--- config.mk ---
export PLATFORM = sky130hd
export DESIGN_NAME = vec_fetch_seq
export DESIGN_NICKNAME = d
export VERILOG_FILES = /design/src/rtl/vec_fetch_seq.sv
export SDC_FILE = /design/constraint.sdc
export NUM_CORES = 1
export LEC_CHECK = 0
export ABC_AREA = 1
export BUFFER_PORTS_ARGS = -buffer_cell sky130_fd_sc_hd__buf_2
export CORE_MARGIN = 3
export CORE_UTILIZATION = 46
export DETAILED_ROUTE_END_ITERATION = 12
export PLACE_DENSITY = 0.82
export SYNTH_ARGS = -nofsm -noshare
export SYNTH_HDL_FRONTEND = slang
export SYNTH_SLANG_ARGS = --single-unit
--- constraint.sdc ---
create_clock -name clk -period 1.6 [get_ports clk]
set_input_delay 0.24 -clock clk [delete_from_list [all_inputs] [get_ports clk]]
set_output_delay 0.24 -clock clk [all_outputs]
set_load 0.02 [all_outputs]
--- src/rtl/vec_fetch_seq.sv ---
module vec_fetch_seq #(
  parameter int PC_W   = 12,
  parameter int BUS_W  = 16,
  parameter logic [BUS_W-1:0] BASE = 16'h2000,
  parameter logic [2:0] LONG_OP = 3'b000
) (
  input  logic             clk,
  input  logic             rst_n,
  input  logic             start,
  input  logic             halt,
  input  logic [PC_W-1:0]  start_pc,
  output logic             mem_rd,
  output logic [BUS_W-1:0] mem_addr,
  input  logic [7:0]       mem_rdata,
  output logic [2:0]       opcode,
  output logic [12:0]      dx,
  output logic [12:0]      dy,
  output logic [2:0]       zref,
  output logic             done,
  output logic             busy
);

  typedef enum logic [1:0] {S_IDLE, S_RD, S_LT, S_DONE} state_t;

  state_t          state;
  logic [PC_W-1:0] pc;
  logic [1:0]      step;
  logic            is_long;
  logic [1:0]      lat;
  logic            long_now;
  logic            last;

  assign mem_rd   = (state == S_RD);
  assign busy     = (state != S_IDLE);
  assign done     = (state == S_DONE);
  assign mem_addr = mem_rd ? BASE + {{(BUS_W-PC_W){1'b0}}, pc} : '0;

  assign long_now = (step == 2'd0) ? (mem_rdata[7:5] == LONG_OP) : is_long;

  always_comb begin
    case (step)
      2'd0:    lat = 2'd1;
      2'd1:    lat = 2'd0;
      2'd2:    lat = 2'd3;
      default: lat = 2'd2;
    endcase
  end

  assign last = long_now ? (step == 2'd3) : (step == 2'd1);

  always_ff @(posedge clk) begin
    if (!rst_n) begin
      state   <= S_IDLE;
      pc      <= '0;
      step    <= '0;
      is_long <= 1'b0;
      opcode  <= '0;
      dx      <= '0;
      dy      <= '0;
      zref    <= '0;
    end else begin
      case (state)
        S_IDLE: if (start) begin
          state <= S_RD;
          pc    <= start_pc;
          step  <= '0;
        end
        S_RD: state <= S_LT;
        S_LT: begin
          case (lat)
            2'd1: begin
              opcode   <= mem_rdata[7:5];
              dy[12:8] <= mem_rdata[4:0];
              is_long  <= long_now;
              if (!long_now) begin
                dx   <= '0;
                zref <= '0;
              end
            end
            2'd0: dy[7:0] <= mem_rdata;
            2'd3: begin
              zref     <= mem_rdata[7:5];
              dx[12:8] <= mem_rdata[4:0];
            end
            default: dx[7:0] <= mem_rdata;
          endcase
          pc    <= pc + 1'b1;
          step  <= step + 1'b1;
          state <= last ? S_DONE : S_RD;
        end
        default: begin
          step  <= '0;
          state <= halt ? S_IDLE : S_RD;
        end
      endcase
    end
  end

  a_r7_done_single: assert property (@(posedge clk) disable iff (!rst_n)
    done |=> !done);

  a_r7_resume: assert property (@(posedge clk) disable iff (!rst_n)
    (done && !halt) |=> mem_rd);

  a_r2_rd_then_latch: assert property (@(posedge clk) disable iff (!rst_n)
    mem_rd |=> !mem_rd);

  a_r2_addr_window: assert property (@(posedge clk) disable iff (!rst_n)
    mem_rd |-> (mem_addr >= BASE &&
                mem_addr <= BASE + {{(BUS_W-PC_W){1'b0}}, {PC_W{1'b1}}}));

  a_r8_pc_step: assert property (@(posedge clk) disable iff (!rst_n)
    (state == S_LT) |=> (pc == PC_W'($past(pc) + 1'b1)));

  a_r6_short_clear: assert property (@(posedge clk) disable iff (!rst_n)
    (done && opcode != LONG_OP) |-> (dx == '0 && zref == '0));

  a_r1_idle_quiet: assert property (@(posedge clk) disable iff (!rst_n)
    !busy |-> (!mem_rd && !done));

endmodule

# [Yosys cells after proc, flatten, opt, wreduce, memory -nomap -nowiden]
# Cells that the tools add are included.
[totals] ff_bits=49 latchBits=0 ramBits=0 rom_bits=0 output_inout_bits=51 elab_cells=56 memories=0
[classes] n_addsub=3 mul=0 n_div=0 n_lt_le_gt_ge=0 eq_ne=10 n_shift=0 muxes=17 bitwise=2 n_reduce_logical=14
[op_table] op="one-hot mux 12 bit (2 select lines)" count=1
[op_table] op="one-hot mux 2 bit (3 select lines)" count=3
[op_table] op="one-hot mux 8 bit (2 select lines)" count=1
[op_table] op="adder 14 x 12 -> 15 bit, first input constant" count=1
[op_table] op="2-to-1 mux 15 bit" count=1
[op_table] op="2-to-1 mux 13 bit" count=1
[op_table] op="adder 12 x 1 -> 12 bit, second input constant" count=1
[op_table] op="2-to-1 mux 12 bit" count=1
[op_table] op="== test 2 bit, second input constant" count=5
[op_table] op="one-hot mux 5 bit (2 select lines)" count=1
[op_table] op="AND reduction 2 bit" count=4
[op_table] op="== test 2 x 1 -> 1 bit, second input constant" count=3
[op_table] op="logical NOT 2 bit" count=3
[op_table] op="2-to-1 mux 2 bit" count=3
[op_table] op="one-hot mux 3 bit (2 select lines)" count=1
[op_table] op="AND reduction 3 bit" count=2
[op_table] op="nonzero test 2 bit" count=3
[op_table] op="!= test 2 bit, second input constant" count=2
[op_table] op="logical NOT 3 bit" count=1
[op_table] op="2-to-1 mux 1 bit" count=3
[op_table] op="2-to-1 mux 3 bit" count=1
[op_table] op="adder 2 x 1 -> 2 bit, second input constant" count=1
[op_table] op="NOT 1 bit" count=2
[op_table] op="OR reduction 2 bit" count=1

# [Logic depth before layout (Yosys ltp)]
[logic_depth] depth_word=6 ltp_mapped=12

# [Worst setup path after synthesis]
# OpenSTA, ideal clock, no wires.
[synth_path] path_kind="reg-to-output" startpoint="register state[0]" endpoint="output mem_addr[10]" arrival_ps=1495 setup_slack_ps=-135 path_stages_with_launch=6 n_path_buf=1 cell_sequence="dfxtp_1 > inv_1 > nor2_1 > inv_1 > clkbuf_1 > nor2_1"
[synth_via] elab_chain_len=2
[synth_lines] item="from (decl)" line_no="25" text="state_t state;"
[synth_lines] item="from (signal assigned)" line_no="89" text="state <= last ? S_DONE : S_RD;"
[synth_lines] item="from (signal assigned)" line_no="93" text="state <= halt ? S_IDLE : S_RD;"
[synth_lines] item="== test 2 x 1 -> 1 bit" line_no="33" text="assign mem_rd = (state == S_RD);"
[synth_lines] item="net mem_rd" line_no="12" text="output logic mem_rd,"
[synth_lines] item="2-to-1 mux 15 bit" line_no="36" text="assign mem_addr = mem_rd ? BASE + {{(BUS_W-PC_W){1'b0}}, pc} : '0;"
[synth_lines] item="to (decl)" line_no="13" text="output logic [BUS_W-1:0] mem_addr,"
# The timed path passes the listed nets, and every way through them passes these cells.

# [Worst setup path in the final report]
[layout_path] startpoint="register state[0]" endpoint="output mem_addr[9]"
[layout_via] elab_chain_len=2
[layout_lines] item="== test 2 x 1 -> 1 bit" line_no="33"
[layout_lines] item="2-to-1 mux 15 bit" line_no="36"
# Every way passes these cells.

==> results.json <==
{
  "clkSinkCount": 49,
  "setup_viol": 0,
  "holdPathStages": 2,
  "status": "completed",
  "portBuffers": 71,
  "min_to": "state[0]",
  "p_sw_share_pct": 31.2,
  "cts_tree": "yes",
  "grt_usage_pct": 21.4,
  "layout.nets": 464,
  "first_pass_iters": 4,
  "synth_xor_area_share_pct": 0.356,
  "worst_clock_skew_ns": 0.00741,
  "required_ns": 1.36,
  "async_flop_share_pct": 0,
  "maxCapViolCount": 0,
  "synth_cell_types": 29,
  "hold_buffers": 0,
  "vias": 2541,
  "maxSlewViolCount": 0,
  "grt_start_max_net_pins": 25,
  "worstReg2RegEnd": "dx[3]",
  "pre_cts_slack_ns": 0.0623,
  "synthMuxAreaShare_pct": 0,
  "route.detailed.wl_per_inst_microns": 13.2,
  "drive_above_1_share_pct": 25.3,
  "h-tree-depth": 2,
  "layout_commonest_cell": "buf_2",
  "yosysWarnings": 0,
  "final_cell_mix": "buf_2, nand2_1, inv_1, nor2_1, dfxtp_1",
  "overflow": 0,
  "vias_per_cell": 5.06,
  "comb_power_share_pct": 19.8,
  "hold_viol_final": 0,
  "min_from": "halt",
  "fmax_ghz": 0.653,
  "postCtsSetupRepairBufs": 0,
  "netlist_instances": 358,
  "syn2layout_area_growth_pct": 23.6,
  "fin_tns_setup_ns": 0,
  "synth_area_sq_um": 2460,
  "whs_ns": 0.111,
  "dp_hpwl_microns": 4870,
  "ys_seq_elements": 49,
  "ys_seq_area_share_pct": 39.9,
  "synth_top_family_by_area": "simple AND/OR/NAND/NOR gates",
  "clkLatencyLatePin_ns": 0.30,
  "synth-edff-count": 0,
  "p_seq_share_pct": 51.9,
  "design.core.area_sq_um": 4940,
  "grt_first_pass_wirelength_microns": 10800,
  "setup.worst_path.start_class": "register",
  "first_iter_violations": 113,
  "end_kind": "output pin",
  "p_sw_uw": 806,
  "die_area_sq_um": 6260,
  "die_w_microns": 79.1,
  "synthSimpleGateAreaFrac_pct": 28.0,
  "drt_wl_total_microns": 6600,
  "powerDensity_nw_per_um2": 849,
  "ant_nets": 0,
  "clkTransAtPathRegs_ns": 0.09,
  "num_rows": 25,
  "cellLeakagePower_uw": 0.00144,
  "grt_pass1_vias": 2381,
  "fillers": 494,
  "drc_errors": 0,
  "synth.avg_cell_area_sq_um": 6.87,
  "diodes": 0,
  "ys.flop_type": "dfxtp_1",
  "cp.arrival_ns": 1.29,
  "ios": 75,
  "r2r_slack_ns": 0.09,
  "fin_crit_sh_pct": 95.7,
  "crit_path_max_fanout": 13,
  "setup_ws_ns": 0.0682,
  "r2r-start": "step[0]",
  "dp.cells": 493,
  "initial_core_util_pct": 49.8,
  "crit_type": "reg2out",
  "regArea_sq_um": 983,
  "min_period_ns": 1.53,
  "gp_congestion": 0.913,
  "vdd_drop_max_uv": 667,
  "multiInputGateArea_sq_um": 1210,
  "final_cells": 502,
  "synth_fa_ha_area_share_pct": 3.05,
  "clk_path_buf_depth": 2,
  "antenna_found_initial": 0,
  "fp.dieH_microns": 79.1,
  "rsz0062_at_grt": "true",
  "cts_buffers": 5,
  "synth-compound-area-share_pct": 15.3,
  "postLayoutCoreUtil_pct": 61.5,
  "hp-class": "in2reg",
  "rr_worst_depth": 10,
  "cts_root_buf": "clkbuf_8",
  "power_frac_clock_pct": 28.3,
  "p_int_uw": 1780
}
-- worst max-delay path by stage --
| stage | from | to | slack [ns] | cells past startpoint |
|---|---|---|---|---|
| 2_1_floorplan | state[0] | mem_addr[10] | -0.001 | 5 |
| 3_3_place_gp | step[0] | dx[5] | 0.13 | 10 |
| 3_5_place_dp | step[0] | dx[2] | 0.06 | 10 |
| 4_1_cts | state[1] | mem_addr[1] | 0.03 | 5 |
| 5_1_grt | state[0] | pc[8] | -0.10 | 7 |
| 6_report | state[0] | mem_addr[9] | 0.07 | 5 |
-- kinds of logic after synthesis --
logic type	Yosys count
buf+inv	72
xor+xnor	1
flops	49
other cells	1
simple gates	156
compound gates	73
fa+ha+maj	6
-- stage by stage --
step / power (uW) / cell area (sq um)
2_1_floorplan: 1690 / 2470
3_3_place_gp: 1830 / 2890
3_5_place_dp: 1850 / 2890
4_1_cts: 2580 / 2980
5_1_grt: 2730 / 3040
6_report: 2580 / 3040
-- sequential cells by signal, indices dropped and copies added, names as in the netlist --
register	flops
zref	3
dx	13
state	2
dy	13
is_long	1
step	2
opcode	3
pc	12
-- power groups by stage --
| stage | Combinational, uW | Clock, uW | Sequential, uW |
|---|---|---|---|
| after floorplan | 307 | 0 | 1390 |
| after CTS | 486 | 756 | 1340 |
| final | 510 | 732 | 1340 |
| after global routing | 568 | 817 | 1350 |
| after detailed placement | 479 | 0 | 1370 |
| after global placement | 472 | 0 | 1360 |
-- critical path: stages, from the launching register on --
cell	delay (ns)
dfxtp_2	0.39
inv_1	0.11
nor2_4	0.16
inv_6	0.07
nor2_1	0.09
buf_2	0.17
-- layer usage --
metal	wire, microns	GRT usage, %
met5	0	0
met4	131	6.19
met3	401	3.63
met2	3270	37.7
met1	2800	26.7
-- synth_stat cells (all sizes together) (3+ instances only) --
library cell | count | area, sq um
ha | 6 | 75.1
o21ai | 28 | 140
dfxtp | 49 | 981
inv | 52 | 195
a21oi | 39 | 195
nor2 | 54 | 223
clkbuf | 6 | 23.8
nand3 | 24 | 120
nor3 | 3 | 15.0
nand4 | 9 | 56.3
buf | 13 | 106
nand2 | 62 | 235
or2 | 3 | 18.8
-- what timing repair did --
| item | in CTS | in global routing |
|---|---|---|
| cloned | 0 | 1 |
| resized for setup | 4 | 19 |
| setup endpoints to repair | 12 | 31 |
| hold endpoints to repair | 0 | 0 |
-- layout make-up --
type                       count  area share (%)
clock buffer                   5            2.26
clock inverter                 3           0.699
inverter                      53            6.71
multi-input combinational    240            39.7
sequential                    49            32.3
tap                           67            2.76
timing repair buffer          85            15.5
Note: power is estimated with default switching activity, not from simulation.
